--- src/rtl/pwr_seq_pkg.sv ---
package pwr_seq_pkg;
  typedef struct packed {
    logic ref_bad;
    logic win_bad;
    logic util_rst;
    logic remote;
    logic dig_bad;
  } fault_t;

  function automatic logic fault_any(fault_t f);
    return |f;
  endfunction
endpackage

--- src/rtl/pwr_seq_sync.sv ---
module pwr_seq_sync #(
  parameter int unsigned STAGES = 2
) (
  input  logic clk_i,
  input  logic rst_ni,
  input  logic async_i,
  output logic rise_o
);
  logic [STAGES-1:0] sr_q;
  logic              prev_q;

  always_ff @(posedge clk_i or negedge rst_ni) begin
    if (!rst_ni) sr_q[0] <= 1'b0;
    else         sr_q[0] <= async_i;
  end

  for (genvar g = 1; g < STAGES; g++) begin : g_stage
    always_ff @(posedge clk_i or negedge rst_ni) begin
      if (!rst_ni) sr_q[g] <= 1'b0;
      else         sr_q[g] <= sr_q[g-1];
    end
  end

  always_ff @(posedge clk_i or negedge rst_ni) begin
    if (!rst_ni) prev_q <= 1'b0;
    else         prev_q <= sr_q[STAGES-1];
  end

  assign rise_o = sr_q[STAGES-1] & ~prev_q;
endmodule

--- src/rtl/pwr_seq_arm_cnt.sv ---
module pwr_seq_arm_cnt #(
  parameter int unsigned N  = 128,
  localparam int unsigned CW = $clog2(N + 1)
) (
  input  logic          clk_i,
  input  logic          rst_ni,
  input  logic          clr_i,
  input  logic          inc_i,
  output logic [CW-1:0] cnt_o,
  output logic          armed_o
);
  localparam logic [CW-1:0] TERM = CW'(N);
  logic [CW-1:0] cnt_q;

  always_ff @(posedge clk_i or negedge rst_ni) begin
    if (!rst_ni)                    cnt_q <= '0;
    else if (clr_i)                 cnt_q <= '0;   // clear beats a counted edge
    else if (inc_i && cnt_q != TERM) cnt_q <= cnt_q + CW'(1);
  end

  assign cnt_o   = cnt_q;
  assign armed_o = (cnt_q == TERM);
endmodule

--- src/rtl/pwr_seq_fault.sv ---
module pwr_seq_fault
  import pwr_seq_pkg::*;
(
  input  logic ref_ok_i,
  input  logic win_ok_i,
  input  logic util_rst_ni,
  input  logic dig_ok_i,
  input  logic dig_chk_en_i,
  input  logic remote_rst_i,
  output logic clr_o
);
  fault_t f;

  always_comb begin
    f.ref_bad  = ~ref_ok_i;
    f.win_bad  = ~win_ok_i;
    f.util_rst = ~util_rst_ni;
    f.remote   = remote_rst_i;
    f.dig_bad  = dig_chk_en_i & ~dig_ok_i;
  end

  assign clr_o = fault_any(f);
endmodule

--- src/rtl/pwr_seq_ctrl.sv ---
module pwr_seq_ctrl #(
  parameter int unsigned TOGGLE_COUNT = 128,
  parameter int unsigned SYNC_STAGES  = 2,
  localparam int unsigned CNT_W = $clog2(TOGGLE_COUNT + 1)
) (
  input  logic clk_i,
  input  logic rst_ni,
  input  logic lv_toggle_i,
  input  logic hv_toggle_i,
  input  logic ref_ok_i,
  input  logic win_ok_i,
  input  logic util_rst_ni,
  input  logic dig_ok_i,
  input  logic dig_chk_en_i,
  input  logic remote_rst_i,
  input  logic lv_force_i,
  input  logic hv_force_i,
  output logic lv_en_o,
  output logic hv_en_o
);
  logic             lv_rise, hv_rise;
  logic             lv_clr;
  logic [CNT_W-1:0] lv_cnt, hv_cnt;
  logic             lv_armed, hv_armed;

  pwr_seq_sync #(.STAGES(SYNC_STAGES)) u_lv_sync (
    .clk_i(clk_i), .rst_ni(rst_ni), .async_i(lv_toggle_i), .rise_o(lv_rise));

  pwr_seq_sync #(.STAGES(SYNC_STAGES)) u_hv_sync (
    .clk_i(clk_i), .rst_ni(rst_ni), .async_i(hv_toggle_i), .rise_o(hv_rise));

  pwr_seq_fault u_fault (
    .ref_ok_i(ref_ok_i), .win_ok_i(win_ok_i), .util_rst_ni(util_rst_ni),
    .dig_ok_i(dig_ok_i), .dig_chk_en_i(dig_chk_en_i),
    .remote_rst_i(remote_rst_i), .clr_o(lv_clr));

  pwr_seq_arm_cnt #(.N(TOGGLE_COUNT)) u_lv_cnt (
    .clk_i(clk_i), .rst_ni(rst_ni), .clr_i(lv_clr), .inc_i(lv_rise),
    .cnt_o(lv_cnt), .armed_o(lv_armed));

  // hv edges only count once lv is armed; any lv clear also wipes hv
  pwr_seq_arm_cnt #(.N(TOGGLE_COUNT)) u_hv_cnt (
    .clk_i(clk_i), .rst_ni(rst_ni), .clr_i(lv_clr), .inc_i(hv_rise & lv_armed),
    .cnt_o(hv_cnt), .armed_o(hv_armed));

  assign lv_en_o = lv_armed | lv_force_i;
  assign hv_en_o = hv_armed | hv_force_i;
endmodule

--- config.mk ---
export PLATFORM = sky130hd
export DESIGN_NAME = pwr_seq_ctrl
export DESIGN_NICKNAME = d
export VERILOG_FILES = /design/src/rtl/pwr_seq_pkg.sv /design/src/rtl/pwr_seq_sync.sv /design/src/rtl/pwr_seq_arm_cnt.sv /design/src/rtl/pwr_seq_fault.sv /design/src/rtl/pwr_seq_ctrl.sv
export SDC_FILE = /design/constraint.sdc
export NUM_CORES = 1
export LEC_CHECK = 0
export ABC_AREA = 1
export CAP_MARGIN = 20
export CELL_PAD_IN_SITES_DETAIL_PLACEMENT = 0
export CELL_PAD_IN_SITES_GLOBAL_PLACEMENT = 1
export CORE_AREA = 2 2 57 72
export CTS_BUF_LIST = sky130_fd_sc_hd__clkbuf_8
export DETAILED_ROUTE_END_ITERATION = 10
export DIE_AREA = 0 0 59 74
export PLACE_DENSITY_LB_ADDON = 0.1
export SLEW_MARGIN = 5
export SYNTH_ARGS = -nofsm -noshare
export SYNTH_HDL_FRONTEND = slang
export SYNTH_HIERARCHICAL = 1
export SYNTH_SLANG_ARGS = --single-unit
--- constraint.sdc ---
create_clock -name clk_i -period 2.4 [get_ports clk_i]
set_input_delay 0.6 -clock clk_i [delete_from_list [all_inputs] [get_ports clk_i]]
set_output_delay 0.6 -clock clk_i [all_outputs]
set_load 0.005 [all_outputs]
==> summary.txt, run 1 <==
Run status
  • Outcome: finished clean

Global route
  • Largest net degree at the start of global routing: 23
  • Global-route wire length before repair: 4.61 mm
  • Antenna violations before repair: 0
  • GRT overflow: 0
  • All-Layer GR Usage: 0.139
  • Number of global-route vias before repair: 1068

Worst setup path
  • Worst-case reg-to-reg path depth: 12
  • Critical path launch point type: flip-flop
  • Slowest stage cell on the critical path: sky130_fd_sc_hd__dfrtp_1
  • WS Path Type: reg -> out
  • Worst R2R Start: u_lv_cnt/cnt_o[0]
  • Crit Path Max Fanout: 4
  • CP Capture Type: primary output
  • Reg2reg end: u_hv_cnt/cnt_o[5]
  • Slowest stage delay, CP: 0.42 ns
  • Worst R2R Setup Slack: 0.67 ns
  • Required time worst endpoint: 1.80 ns
  • Arrival @ worst endpoint: 1.33 ns
  • Critical path cell sequence: inv_2 -> ha_1 -> nand3_2 -> nor2_4 -> inv_1 -> nand2_1 -> dlymetal6s2s_1

Clocking
  • Number of clock buffers inserted by TritonCTS: 3
  • Clock transition at the registers of the reported paths: 0.08 ns
  • Sink Count: 22
  • Clock Root Buffer: sky130_fd_sc_hd__clkbuf_8
  • Hold_buf cts: 0
  • Clock latency at the later pin of the worst-skew pair: 0.26 ns
  • Number of buffers on the longest clock path: 2
  • H-tree depth: 1
  • CTS tree: done

Die
  • Die extent in x: 59 um
  • Num ports: 14
  • Die H: 74 um
  • Placeable core region: 3690 um2
  • Rows: 25
  • Initial standard-cell utilization of the core: 0.335
  • Area of the die: 4370 um2

Timing
  • Total count of max-transition violations in the final report: 0
  • Achievable clock frequency: 0.517 GHz
  • Clock Skews: 0.00701 ns
  • Worst rel slew slack: 0.805
  • Total of endpoints with negative setup slack in the final report: 0
  • Final clock period utilization by the worst path: 0.806
  • Minimum clock period after layout: 1.93 ns
  • Slew at the pin with the worst max-slew slack: 0.293 ns
  • RSZ-0062 raised after global routing: no
  • Setup_tns: 0 ns
  • Hold violation total from the final report: 0
  • Final Hold Slack: 0.376 ns

Drt
  • Detail-routed via count per cell: 4.77
  • Length of the first detailed-routing pass in iterations: 4
  • Met2 wire length: 1.48 mm
  • Met3 wire length: 40 um
  • Number of antenna-violating nets in the routed design: 0
  • Violation count after the first detailed-routing iteration: 46
  • Post-route DRC violation count: 0
  • Routed length per instance: 11.5 um
  • Overall via count from detail_route: 1077
  • Total Wirelength: 2.59 mm
  • Length of routed wiring on met1: 1.05 mm
  • Highest metal layer used by the detailed router: met4

Layout
  • Antenna diodes: 0
  • Area grow syn2layout: 25.6%
  • Number of nets in the layout: 203
  • Commonest cells after routing, fill and taps aside: sky130_fd_sc_hd__nand2_1, sky130_fd_sc_hd__inv_1, sky130_fd_sc_hd__dfrtp_1
  • Most common cell after layout, fill and taps aside: sky130_fd_sc_hd__nand2_1
  • Fraction of layout instances using a drive strength above 1: 0.124
  • Final instance count without filler cells: 226

Power
  • Worst vdd ir: 0.233 mV
  • Part of the power in combinational logic: 0.059
  • Reg power frac: 0.492
  • Internal power: 0.622 mW
  • Net switching power: 0.146 mW
  • Lkg Pwr: 0.824 nW
  • Power Density: 494 nW/um2
  • Switching power share of the total: 0.190
  • Clock network fraction of design power: 0.449

Min path
  • Number of cells on the worst hold path: 0
  • Launch point of the worst hold path: u_hv_sync/sr_q[0]
  • WHS Endpoint: u_hv_sync/sr_q[1]
  • Hold WC Path Type: reg -> reg

Synth
  • Proportion of synthesized chip area in sequential cells: 0.445
  • Library cell with the largest summed area after synthesis: sky130_fd_sc_hd__dfrtp_1
  • Net Count, Synth: 179
  • Synthesized area: 1240 um2
  • Top cells by area, synth: sky130_fd_sc_hd__dfrtp_1, sky130_fd_sc_hd__nand2_1, sky130_fd_sc_hd__inv_1, sky130_fd_sc_hd__nand3_1, sky130_fd_sc_hd__xor2_1
  • Number of different library cells in the post-synthesis netlist: 12
  • Avg Inst Size Synth: 7.58 um2
  • Yosys warnings: 6
  • Share of Yosys cell area claimed by the top area cell type: 0.445
  • Synthesized instance count: 163
  • Number of synthesized register bits: 22

Placement
  • Placed cells: 217
  • Final Wtd Congestion: 0.785
  • Half-perimeter wire length after placement: 1.83 mm
  • Port buffer count: 13

Job
  • Reported max-cap violation count: 0
kinds of logic (layout without fill, tap and decap cells):
logic type,after synthesis,after routing,synth area share
compound gates,4,4,0.0202
simple gates,101,101,0.372
xor+xnor,6,6,0.0425
flops,22,22,0.445
fa+ha+maj,4,4,0.0405
buf+inv,26,49,0.0789
cell usage after synthesis:
cell type and instances:
sky130_fd_sc_hd__dfrtp_1 22, sky130_fd_sc_hd__ha_1 4, sky130_fd_sc_hd__inv_1 26, sky130_fd_sc_hd__nand2_1 55, sky130_fd_sc_hd__nand3_1 19, sky130_fd_sc_hd__nand4_1 6
sky130_fd_sc_hd__nor2_1 12, sky130_fd_sc_hd__nor2_2 5, sky130_fd_sc_hd__nor2_4 4, sky130_fd_sc_hd__o21ai_0 2, sky130_fd_sc_hd__o21bai_1 2, sky130_fd_sc_hd__xor2_1 6
timing repair:
action / in CTS / in global routing
pin swaps: 2 / 2
setup endpoints to repair: 2 / 2
resized for setup: 2 / 5
buffers inserted: 1 / 4
stage by stage:
stage	util	power, mW	area (um2)	setup WS [ns]
global route	0.421	0.805	1550	0.357
global placement	0.386	0.432	1420	0.171
CTS	0.408	0.793	1510	0.0198
finish	0.421	0.768	1550	0.466
detailed placement	0.386	0.433	1420	0.168
floorplan	-	0.398	1240	0.812
worst max-delay path by stage:
stage / from / endpoint / slack (ns) / cells past startpoint
floorplan: u_lv_cnt/cnt_o[0] / lv_en_o / 0.81 / 6
global placement: lv_force_i / lv_en_o / 0.17 / 4
detailed placement: lv_force_i / lv_en_o / 0.17 / 4
CTS: u_lv_cnt/cnt_o[0] / lv_en_o / 0.02 / 7
global route: u_hv_cnt/cnt_o[0] / hv_en_o / 0.36 / 7
finish: u_lv_cnt/cnt_o[0] / lv_en_o / 0.47 / 7
power groups by stage:
stage	Clock (mW)	Combinational, mW	Sequential [mW]
6_report	0.345	0.0451	0.378
5_1_grt	0.376	0.0511	0.379
4_1_cts	0.368	0.0472	0.378
3_5_place_dp	0	0.0472	0.385
3_3_place_gp	0	0.0471	0.385
2_1_floorplan	0	0.0138	0.385
critical path: cells and delay by family (launching register included):
| kind | cells | cell delay, ns |
|---|---|---|
| buffers and inverters | 3 | 0.24 |
| flip-flops | 1 | 0.42 |
| adder cells (fa/ha/maj) | 1 | 0.16 |
| AND/OR/NAND/NOR | 3 | 0.25 |
flip-flops by register name, summed over array words and instances, names as in the netlist:
register and count:
u_lv_cnt/cnt_o 8, u_hv_sync/prev_q 1, u_lv_sync/prev_q 1, u_lv_sync/sr_q 2, u_hv_sync/sr_q 2, u_hv_cnt/cnt_o 8
area by class of cell:
class	count	area, um2
fill	394	2140
sequential	22	551
inverter	26	97.6
multi-input combinational	115	603
tap	40	50.0
clock buffer	3	41.3
timing repair buffer	19	180
clock inverter	1	30.0
routing by layer:
layer	vias to the layer above	global-route usage
met5	-	0
met4	0	0.0606
met3	2	0.0209
met2	6	0.264
met1	521	0.150
li1	548	-
No activity file was read; power rests on OpenSTA's default activity.
==> run 2, diff against run 1 <==
- clock period: 2.4 -> 1.95 ns (I/O delays scaled with it)
==> run 2 against run 1 <==
  * Count of clock-buffer cells in the layout unchanged
  * Worst setup slack worse by 0.31 ns
  * Design area up 2.1%
  * Sequential share of layout area down 0.73 points
  * First-iteration DRC count down 30%
  * Global-route usage down 0.072 points
  * Die area unchanged
  * Hold slack worse by 0.023 ns
  * Combinational power up 22%
  * Non-clock buffer count up 8
  * Final cell count up 3.5%
  * Largest power group unchanged
==> summary.txt, run 2 (synthesis results as in run 1) <==
Clocking
  • H-tree depth: 1 (unchanged)
  • Count of buffers added by post-CTS timing repair for setup: 0 (-1)
  • Clock Root Buffer: sky130_fd_sc_hd__clkbuf_8
  • Clock transition at the registers of the reported paths: 0.08 ns (about the same)
  • Number of clock buffers inserted by TritonCTS: 3 (unchanged)
  • Sink Count: 22 (unchanged)
  • CTS tree: done
  • Clock latency at the later pin of the worst-skew pair: 0.26 ns (about the same)
  • Number of buffers on the longest clock path: 2 (unchanged)

Timing
  • Final clock period utilization by the worst path: 0.919
  • Minimum clock period after layout: 1.79 ns
  • Worst rel slew slack: 0.805 (about the same)
  • Total of endpoints with negative setup slack in the final report: 0 (unchanged)
  • Final setup margin: 0.157 ns (-0.309 ns)
  • Total count of max-transition violations in the final report: 0 (unchanged)
  • RSZ-0062 raised after global routing: no
  • Slew at the pin with the worst max-slew slack: 0.291 ns (-0.00125 ns)
  • Setup_tns: 0 ns (unchanged)
  • Hold violation total from the final report: 0 (unchanged)
  • Achievable clock frequency: 0.558 GHz
  • Clock Skews: 0.00214 ns (-0.00487 ns)

Layout
  • Filler Cell Count: 375 (-4.8%)
  • Fraction of layout instances using a drive strength above 1: 0.165 (+0.0413)
  • Number of nets in the layout: 211 (+3.9%)
  • Most common cell after layout, fill and taps aside: sky130_fd_sc_hd__nand2_1
  • Antenna diodes: 0 (unchanged)
  • Final core area utilization: 0.429 (+0.00881)
  • Final instance count without filler cells: 234 (+3.5%)
  • Area grow syn2layout: 28.2%
  • Commonest cells after routing, fill and taps aside: sky130_fd_sc_hd__nand2_1, sky130_fd_sc_hd__inv_1, sky130_fd_sc_hd__dfrtp_1
  • Final instance area: 1590 um2 (+2.1%)

Drt
  • Total Wirelength: 2.57 mm (-0.93%)
  • Number of antenna-violating nets in the routed design: 0 (unchanged)
  • Violation count after the first detailed-routing iteration: 32 (-30%)
  • Detail-routed via count per cell: 4.58 (-3.9%)
  • Overall via count from detail_route: 1072 (-0.46%)
  • Post-route DRC violation count: 0 (unchanged)
  • Length of the first detailed-routing pass in iterations: 4 (unchanged)
  • Routed length per instance: 11.0 um (-4.3%)

Power
  • Lkg Pwr: 0.847 nW (+2.8%)
  • Power Density: 600 nW/um2 (+21%)
  • Worst vdd ir: 0.241 mV (+3.4%)

Global route
  • All-Layer GR Usage: 0.139 (-0.000720)
  • GRT overflow: 0 (unchanged)
  • Antenna violations before repair: 0 (unchanged)
  • Number of global-route vias before repair: 1072 (+0.37%)
  • Largest net degree at the start of global routing: 23 (unchanged)
  • Global-route wire length before repair: 4.51 mm (-2.1%)

Die
  • Num ports: 14 (unchanged)
  • Placeable core region: 3690 um2 (unchanged)
  • Die H: 74 um (unchanged)
  • Rows: 25 (unchanged)
  • Initial standard-cell utilization of the core: 0.335 (unchanged)
  • Die extent in x: 59 um (unchanged)
  • Area of the die: 4370 um2 (unchanged)

Min path
  • Hold WC Path Type: reg -> reg

Job
  • Reported max-cap violation count: 0 (unchanged)

Worst setup path
  • Arrival @ worst endpoint: 1.31 ns (-0.02 ns)
  • Worst R2R Setup Slack: 0.26 ns (-0.41 ns)
  • Required time worst endpoint: 1.46 ns (-0.34 ns)
  • CP Capture Type: primary output
  • Critical path launch point type: flip-flop
  • Crit Path Max Fanout: 3 (-1)
  • WS Path Type: reg -> out

Placement
  • Half-perimeter wire length after placement: 1.94 mm (+5.7%)
  • Final Wtd Congestion: 0.814 (+3.7%)
  • Port buffer count: 13 (unchanged)
  • Pre-CTS worst setup slack: -0.0648 ns (-0.233 ns)
  • Dpl cell area: 1520 um2 (+6.9%)
  • Placed cells: 230 (+6.0%)

Run status
  • Outcome: finished clean
run 2: cell count changes in the layout (fill, tap and decap cells not counted), sizes merged:
| cell | delta |
|---|---|
| buf | +8 |
| clkbuf | +2 |
| dlymetal6s2s | -2 |
run 2: final timing paths:
kind	startpoint	endpoint	cells past startpoint
min	u_lv_sync/sr_q[0]	u_lv_sync/sr_q[1]	0
max reg2reg	u_lv_cnt/cnt_o[0]	u_hv_cnt/cnt_o[6]	12
min in group asynchronous	rst_ni	u_lv_cnt/cnt_o[0]	2
max	u_hv_cnt/cnt_o[0]	hv_en_o	7
min reg2reg	u_lv_sync/sr_q[0]	u_lv_sync/sr_q[1]	0
max in group asynchronous	rst_ni	u_hv_sync/prev_q	2
run 2: through the flow:
step | hold slack [ns] | total power, mW
floorplan | 0.192 | 0.490
global placement | 0.331 | 0.531
detailed placement | 0.336 | 0.533
CTS | 0.358 | 0.974
global route | 0.363 | 0.993
finish | 0.353 | 0.952
run 2: final cells by class:
cell class	instances	area, um2	share of cell area
inverter	26	97.6	0.0616
clock inverter	1	30.0	0.0189
tap	40	50.0	0.0316
sequential	22	551	0.347
clock buffer	3	41.3	0.0260
multi-input combinational	115	591	0.373
timing repair buffer	27	225	0.142
run 2: timing repair:
action                     4_1_cts  5_1_grt
setup endpoints to repair        2        2
hold buffers                     0        0
gates resized for setup          4        5
cloned                           0        0
pin swaps                        2        2
run 2: power by group:
| part | switching (mW) | internal, mW |
|---|---|---|
| logic | 0.0268 | 0.0281 |
| clock network | 0.158 | 0.274 |
| registers | 0.00230 | 0.462 |
| total | 0.187 | 0.765 |
run 2: metal layers:
layer	GRT usage	part of all wire	vias up
met5	0	0	-
li1	-	-	564
met2	0.268	0.58	2
met4	0.0606	0.0097	0
met1	0.145	0.40	504
met3	0.0209	0.013	2
run 2: critical path: stages (launching register included):
cell and delay (ns):
sky130_fd_sc_hd__dfrtp_1 0.40, sky130_fd_sc_hd__inv_2 0.07, sky130_fd_sc_hd__ha_1 0.15, sky130_fd_sc_hd__nand3_1 0.09, sky130_fd_sc_hd__nor2_2 0.13, sky130_fd_sc_hd__inv_1 0.05
sky130_fd_sc_hd__nand2_1 0.06, sky130_fd_sc_hd__clkbuf_2 0.10
